<file path="src/rtl/atx_pkg.sv">
package atx_pkg;
    typedef enum logic [1:0] {
        ST_IDLE  = 2'd0,
        ST_PRIME = 2'd1,
        ST_LOW   = 2'd2,
        ST_HIGH  = 2'd3
    } atx_state_e;

    localparam int SLOT_BITS  = 32;
    localparam int FRAME_BITS = 2 * SLOT_BITS;
    localparam int POS_W      = $clog2(FRAME_BITS);
endpackage

</file>
<file path="src/rtl/atx_halfdiv.sv">
module atx_halfdiv #(
    parameter int DIV_W = 8
) (
    input  logic             clk,
    input  logic             rst_n,
    input  logic             run,
    input  logic [DIV_W-1:0] half_div,
    output logic             half_done
);
    logic [DIV_W-1:0] cnt;
    logic [DIV_W-1:0] limit;

    // a zero setting behaves as the fastest legal ratio
    assign limit     = (half_div == '0) ? DIV_W'(1) : half_div;
    assign half_done = run && (cnt == limit - 1'b1);

    always_ff @(posedge clk or negedge rst_n) begin
        if (!rst_n)
            cnt <= '0;
        else if (!run || half_done)
            cnt <= '0;
        else
            cnt <= cnt + 1'b1;
    end
endmodule

</file>
<file path="src/rtl/atx_shifter.sv">
module atx_shifter
    import atx_pkg::*;
#(
    parameter int WORD_W = 24
) (
    input  logic              clk,
    input  logic              rst_n,
    input  logic              fall,
    input  logic              take,
    input  logic [WORD_W-1:0] in_left,
    input  logic [WORD_W-1:0] in_right,
    output logic [POS_W-1:0]  pos,
    output logic              boundary,
    output logic              sd_bit
);
    localparam int PAD = SLOT_BITS - WORD_W;

    logic [FRAME_BITS-1:0] shreg;
    logic [WORD_W-1:0]     hold_l;
    logic [WORD_W-1:0]     hold_r;
    logic [WORD_W-1:0]     src_l;
    logic [WORD_W-1:0]     src_r;

    function automatic logic [SLOT_BITS-1:0] to_slot(input logic [WORD_W-1:0] w);
        return SLOT_BITS'(w) << PAD;
    endfunction

    assign boundary = fall && (pos == POS_W'(FRAME_BITS - 1));
    assign src_l    = take ? in_left  : hold_l;
    assign src_r    = take ? in_right : hold_r;

    always_ff @(posedge clk or negedge rst_n) begin
        if (!rst_n) begin
            pos    <= POS_W'(FRAME_BITS - 1);
            shreg  <= '0;
            hold_l <= '0;
            hold_r <= '0;
            sd_bit <= 1'b0;
        end else if (fall) begin
            pos    <= pos + 1'b1;
            sd_bit <= shreg[FRAME_BITS-1];
            if (boundary) begin
                hold_l <= src_l;
                hold_r <= src_r;
                shreg  <= {to_slot(src_l), to_slot(src_r)};
            end else begin
                shreg  <= shreg << 1;
            end
        end
    end
endmodule

</file>
<file path="src/rtl/audio_i2s_tx.sv">
module audio_i2s_tx
    import atx_pkg::*;
#(
    parameter int WORD_W = 24,
    parameter int DIV_W  = 8
) (
    input  logic              clk,
    input  logic              rst_n,
    input  logic [DIV_W-1:0]  half_div,
    input  logic              smp_valid,
    output logic              smp_ready,
    input  logic [WORD_W-1:0] smp_left,
    input  logic [WORD_W-1:0] smp_right,
    output logic              sck,
    output logic              ws,
    output logic              sd,
    output logic              underrun
);
    atx_state_e       state;
    atx_state_e       nxt;
    logic             run;
    logic             half_done;
    logic             fall_evt;
    logic             rise_evt;
    logic             boundary;
    logic [POS_W-1:0] pos;
    logic [POS_W-1:0] pos_next;

    assign run      = (state == ST_LOW) || (state == ST_HIGH);
    assign fall_evt = (state == ST_PRIME) || ((state == ST_HIGH) && half_done);
    assign rise_evt = (state == ST_LOW) && half_done;
    assign pos_next = pos + 1'b1;
    assign smp_ready = boundary;

    atx_halfdiv #(.DIV_W(DIV_W)) u_div (
        .clk       (clk),
        .rst_n     (rst_n),
        .run       (run),
        .half_div  (half_div),
        .half_done (half_done)
    );

    atx_shifter #(.WORD_W(WORD_W)) u_shift (
        .clk      (clk),
        .rst_n    (rst_n),
        .fall     (fall_evt),
        .take     (smp_valid),
        .in_left  (smp_left),
        .in_right (smp_right),
        .pos      (pos),
        .boundary (boundary),
        .sd_bit   (sd)
    );

    always_comb begin
        nxt = state;
        unique case (state)
            ST_IDLE:  nxt = ST_PRIME;
            ST_PRIME: nxt = ST_LOW;
            ST_LOW:   if (half_done) nxt = ST_HIGH;
            ST_HIGH:  if (half_done) nxt = ST_LOW;
        endcase
    end

    // state register
    always_ff @(posedge clk or negedge rst_n) begin
        if (!rst_n)
            state <= ST_IDLE;
        else
            state <= nxt;
    end

    // line outputs
    always_ff @(posedge clk or negedge rst_n) begin
        if (!rst_n) begin
            sck      <= 1'b0;
            ws       <= 1'b0;
            underrun <= 1'b0;
        end else begin
            if (rise_evt)
                sck <= 1'b1;
            else if (fall_evt)
                sck <= 1'b0;
            if (fall_evt)
                ws <= pos_next[POS_W-1];
            if (boundary)
                underrun <= !smp_valid;
        end
    end
endmodule

</file>
<file path="config.mk">
export PLATFORM = sky130hd
export DESIGN_NAME = audio_i2s_tx
export DESIGN_NICKNAME = d
export VERILOG_FILES = /design/src/rtl/atx_pkg.sv /design/src/rtl/atx_halfdiv.sv /design/src/rtl/atx_shifter.sv /design/src/rtl/audio_i2s_tx.sv
export SDC_FILE = /design/constraint.sdc
export NUM_CORES = 1
export LEC_CHECK = 0
export BUFFER_PORTS_ARGS = -buffer_cell sky130_fd_sc_hd__buf_4
export CAP_MARGIN = 20
export CORE_ASPECT_RATIO = 0.5
export CORE_UTILIZATION = 65
export DETAILED_ROUTE_END_ITERATION = 8
export GPL_TIMING_DRIVEN = 0
export HOLD_SLACK_MARGIN = 0.02
export PLACE_DENSITY_LB_ADDON = 0.12
export SLEW_MARGIN = 10
export SYNTH_ARGS = -nofsm -noshare
export SYNTH_HDL_FRONTEND = slang
export SYNTH_SLANG_ARGS = --single-unit
</file>
<file path="constraint.sdc">
create_clock -name clk -period 10.9 [get_ports clk]
set_clock_uncertainty 0.1 [all_clocks]
set_input_delay 1.635 -clock clk [delete_from_list [all_inputs] [get_ports clk]]
set_output_delay 1.635 -clock clk [all_outputs]
set_load 0.05 [all_outputs]
</file>
# [Yosys cells after proc, flatten, opt, wreduce, memory -nomap -nowiden]
# Index checks and enable logic that the tools add are counted.
# W data, S select, Z words.
[word_totals] output_inout_bits=5 ff_bits=132 elab_cells=44 in_bits=59
[classes] eq_ne=7 mux=10 n_addsub=3 reduce_logical=14
[ops] cell="$mux W64" n=1
[ops] cell="$mux W24" n=2
[ops] cell="$mux W8" n=2
[ops] cell="$add A8 B1 Y8 const B" n=1
[ops] cell="$eq A8 B8 Y1" n=1
[ops] cell="$logic_not A8 Y1" n=1
[ops] cell="$pmux W2 S4" n=1
[ops] cell="$sub A8 B1 Y8 const B" n=1
[ops] cell="$add A6 B1 Y6 const B" n=1
[ops] cell="$eq A6 B6 Y1 const B" n=1
[ops] cell="$eq A2 B2 Y1 const B" n=2
[ops] cell="$logic_and A1 B1 Y1" n=4
[ops] cell="$mux W2" n=2
[ops] cell="$ne A2 B2 Y1 const B" n=2
[ops] cell="$reduce_and A2 Y1" n=2
[ops] cell="$logic_or A1 B1 Y1" n=3
[ops] cell="$eq A2 B1 Y1 const B" n=1
[ops] cell="$logic_not A1 Y1" n=2
[ops] cell="$logic_not A2 Y1" n=1
[ops] cell="$mux W1" n=2
[ops] cell="$reduce_bool A2 Y1" n=1

# [Longest topological paths before layout]
[logic_depth] word_depth=9 ltp_mapped=13 depth_no_buf=10

# [By module]
# Synthesis repeated with hierarchy kept, for this count alone.
[unflattened] hier_cells=641 area_unflattened_um2=6827.8
[by_module_without_submodules] module="atx_shifter" n_inst=1 seq_area_each_um2=2785.2 area_each_um2=5820.6 cells_per_inst=518
[by_module_without_submodules] module="atx_halfdiv" n_inst=1 seq_area_each_um2=200.2 area_each_um2=779.5 cells_per_inst=100
[by_module_without_submodules] module="audio_i2s_tx" n_inst=1 seq_area_each_um2=125.1 area_each_um2=227.7 cells_per_inst=23

# [Least setup slack after synthesis]
# No wires, ideal clock.
[synth_timing] kind="input -> output" start="input port half_div[3]" end="output port smp_ready" t_required_ns=9.165 slack_ns=4.335 n_path_buf=3 path_stages=13 t_arrival_ns=4.830 path_cell_list="or4_4 nor3_4 nor2_1 ha_1 a22oi_1 o221ai_1 a211oi_1 and4_1 clkbuf_1 a41oi_2 buf_4 buf_4 nor2_1"
[synth_between] elab_chain_cells=8
[synth_lines] item="from (decl)" line="audio_i2s_tx.sv:9" rtl="input logic [DIV_W-1:0] half_div,"
[synth_lines] item="$logic_not A8 Y1" line="atx_halfdiv.sv:14" rtl="assign limit = (half_div == '0) ? DIV_W'(1) : half_div;"
[synth_lines] item="$mux W8 *" line="atx_halfdiv.sv:14"
[synth_lines] item="$sub A8 B1 Y8 *" line="atx_halfdiv.sv:15" rtl="assign half_done = run && (cnt == limit - 1'b1);"
[synth_lines] item="$eq A8 B8 Y1 *" line="atx_halfdiv.sv:15"
[synth_lines] item="$logic_and A1 B1 Y1 *" line="atx_halfdiv.sv:15"
[synth_lines] item="$logic_and A1 B1 Y1 *" line="audio_i2s_tx.sv:30" rtl="assign fall_evt = (state == ST_PRIME) || ((state == ST_HIGH) && half_done);"
[synth_lines] item="$logic_or A1 B1 Y1 *" line="audio_i2s_tx.sv:30"
[synth_lines] item="$logic_and A1 B1 Y1 *" line="atx_shifter.sv:28" rtl="assign boundary = fall && (pos == POS_W'(FRAME_BITS - 1));"
[synth_lines] item="to (decl)" line="audio_i2s_tx.sv:11" rtl="output logic smp_ready,"
# Every way passes the cells marked *; elsewhere a longest branch is shown, timed or not.

# [Worst setup path in the final report]
# Ends and elaborated chain as after synthesis.

==> run summary <==
The flow ran to the end, and the final reports show no timing, DRC or antenna violations. The number of input and output port buffers inserted is 62. The I/O pin total was 64. At the end of the flow, the number of nets in the layout was 824. For this run, asynchronously set or reset flops after synthesis account for 100%. The finished layout holds 914 standard cells, fillers aside. The worst path in the final design needs a cycle of 6840 ps, including I/O delays and setup. The commonest cells after synthesis are dfrtp_1 (118), nand2_1 (114), inv_1 (66). The logs give 0 for the number of diodes and 9170 ps for the worst endpoint required time. With fillers left out, the area of the finished cells amounts to 0.00819 mm².

The logs give 7970 ps for the worst setup slack for register-to-register paths and 642 for the total of fill cells in the finished design. In this run switching power makes up 29.9% of total power. Entering global routing, the biggest net connects 84 pins. The clock network is responsible for 44.7% of the overall power.

The total wirelength of the detailed-routed design came out at 17000 µm. The final HPWL from detailed placement is 10700 µm. The per-cell via count in the routed design was 6.09; the average size of a mapped cell was 10.2 µm².

In this run the critical register-to-register path is launched from u_div.cnt[6]$_DFF_PN0_. The clock passes through at most 2 buffers. For the final routed database, the setup TNS stands at 0 ps. The area after detailed placement came out at 0.00759 mm². The wire length per cell after detailed routing is 18.6 µm, and the proportion of power drawn by combinational gates is 16.9%.

After clock tree synthesis, the clock-pin slew on the worst setup and hold paths is 60 ps. The floorplan has 26 rows. The fraction of the core area covered by cells at the end of the flow came out at 79.7%. TritonCTS built the clock tree.

The clock reaches the later pin of the worst-skew pair after 430 ps. The number of instances in the synthesized netlist is 680. The tools report the startpoint of the tightest hold check path as u_shift.shreg[11]$_DFFE_PN0P_.

The logs give 0.00692 mm² for the area of the mapped netlist and 0 for the total setup buffers inserted after CTS. The internal power consumption was 917 µW; the post-synthesis net count was 742. The number of enable-type register cells in the synthesized netlist was 0; the worst path arrival time was 5110 ps.

The hold violation total from the final report is 0, and the maximum fanout along the worst path is 10. The global-route congestion overflow total was 0; the horizontal die dimension was 148 µm. The first global-routing pass estimated 26500 µm of wire.

The core region is 0.0103 mm². The routability congestion estimate was 0.812. The type of the worst min-delay path is register to register. The share of the clock period used by the worst path was 62.8%; the remaining design rule violation count was 0. From synthesis to final layout, the design area changed by 18.3%. After the first detailed-routing iteration, the DRC count stood at 334. The initial core utilization came out at 67.3%.

Nature of the critical path startpoint: an input port. For this design the ratio of total power to cell area is 160 mW/mm². Derived from the worst setup path, the maximum achievable clock frequency is 0.146 GHz. The worst setup path category is input port to primary output. The most frequently used cell type in the post-synthesis netlist was dfrtp_1. The logs give 124 for the total number of clock tree sinks and 0 for the number of violations of the max-capacitance limit. The logs give 0 for the number of endpoints failing setup at the final stage and 17 for the number of buffers added by the clock tree synthesis step. Once placement completed, the tool counted placed cells totaling 883. The clock tree synthesis step divided the H-tree into 4 levels. Setup repair after global routing left no endpoint under its margin. The number of gates resized after cts is 0. The via count of the routed design came out at 5568. For the pin with the worst max-slew slack, the measured transition is 825 ps. In this run, post-CTS hold repair placed 0 buffers. From bottom edge to top edge, the die measures 75.0 µm. Share of the synthesized area in the top cell type: 42.7%. Part of the Yosys area used for sequential elements: 44.9%.

By area the synthesized netlist is led by dfrtp_1 (43%), mux2i_1 (7.2%), nand2_1 (6.2%). In this run the critical register-to-register path is captured at u_shift.hold_r[6]$_DFFE_PN0P_. For this run, the number of Yosys warnings is 0. The number of cells on the worst reg-to-reg path is 8. The count of cells along the worst hold path was 1; the minimum hold slack was 408 ps. For this design the static power due to leakage is 0.00400 µW. For the remaining antenna violation count, the log shows 0. The fraction of final layout cells with drive strength greater than 1 was 24.7%; the power share of the sequential group was 38.4%. The die covers 0.0111 mm². The logs give 0 for the number of max-slew violations in the final report and 390 µW for the net switching power figure. The number of antenna violations at the first check in global routing came out at 0. The total track usage is 31.5%, and the detailed-router iteration count before antenna repair is 5.

The cell sitting at the root of the clock tree is a clkbuf_16. The via count of the first global-routing pass is 5329. The leading area contributor after synthesis is dfrtp_1. The run gives 0.117 mV as the peak supply drop. The count of state elements after synthesis was 124. The tools report the endpoint class of the critical path as a primary output.

Worst max-slew margin expressed relative to the limit: 45.0%. The endpoint with the worst hold slack was u_shift.shreg[11]$_DFFE_PN0P_. Among all flip-flop cells after synthesis, the most frequent one is dfrtp_1.

The tools report the distinct cell type count after synthesis as 56.
[metal layers]
metal	track usage [%]	share of wire, %
met5	0	0
met4	10.4	1.1
met3	7.09	5.1
met2	54.0	48
met1	40.8	45
[power by group through the flow]
| stage | clock network, µW | registers (µW) | logic, µW |
|---|---|---|---|
| CTS | 584 | 502 | 218 |
| global placement | 0 | 508 | 207 |
| global route | 603 | 505 | 242 |
| floorplan | 0 | 503 | 145 |
| detailed placement | 0 | 509 | 215 |
| finish | 585 | 502 | 220 |
[how the worst max path moves through the flow]
stage                     start        end  slack, ps  cells past startpoint
detailed placement  half_div[3]  smp_ready       4160                     15
global placement    half_div[3]  smp_ready       4220                     15
CTS                 half_div[3]  smp_ready       4120                     15
finish              half_div[3]  smp_ready       4060                     15
global route        half_div[3]  smp_ready       3870                     15
floorplan           half_div[3]  smp_ready       4330                     13
[cell families after synthesis]
kind of cell,synth area share (%)
fa+ha+maj,0.542
flops,44.9
simple gates,11.9
mux,16.9
buf+inv,7.19
compound gates,16.9
xor+xnor,1.64
[area by class of cell]
type / instances / area, µm² / share of cell area [%]
timing repair buffer: 63 / 497 / 6.06
inverter: 66 / 248 / 3.02
clock buffer: 17 / 425 / 5.19
multi-input combinational: 439 / 3310 / 40.5
sequential: 124 / 3110 / 38.0
clock inverter: 14 / 173 / 2.11
buffer: 51 / 250 / 3.05
tap: 140 / 175 / 2.14
[registers in the layout (all words and copies together) (netlist names)]
register        cells
u_div.cnt           8
state               2
u_shift.hold_l     24
u_shift.pos         6
underrun            1
u_shift.hold_r     24
ws                  1
u_shift.sd_bit      1
u_shift.shreg      56
sck                 1
[per-stage QoR]
stage | power [µW] | worst slack [ps]
final | 1310 | 4060
after global routing | 1350 | 3870
after CTS | 1300 | 4120
after detailed placement | 725 | 4160
after global placement | 715 | 4220
after floorplan | 648 | 4330
[worst max-delay path, cell delays in order]
cell	delay [ps]
buf_4	140
or4_4	580
nor3_4	230
nor2_1	80
ha_1	320
a22oi_1	160
o221ai_1	150
a211oi_1	280
and4_1	220
clkbuf_1	310
a41oi_2	210
buf_4	240
buf_4	210
nor2_1	130
buf_4	220
[cells in the final DEF (no fill, tap or decap), types with 3 or more instances in the layout]
cell type  synthesis  routed
a21oi_1            4       4
a31oi_1            3       3
and3_1             3       3
buf_2              5       5
buf_4              4      65
buf_6              5       6
bufinv_16          0       3
clkbuf_1          35      35
clkbuf_16          0      17
clkinv_2           0       3
clkinv_4           0       5
dfrtp_1          118     118
dfstp_2            6       6
ha_1               3       3
inv_1             66      66
mux2_2            22      22
mux2_4            28      28
mux2i_1           50      50
nand2_1          114     114
nand3_1           16      16
nand4_1            5       5
nor2_1            18      18
nor2b_1            3       3
nor3_1             7       7
o21ai_0           52      52
o221ai_1           9       9
o311ai_0           3       3
o32ai_1           30      30
o32ai_2           19      19
or3_1              4       4
xnor2_1            6       6
xor2_1             7       7
No activity file was read; power rests on OpenSTA's default activity.
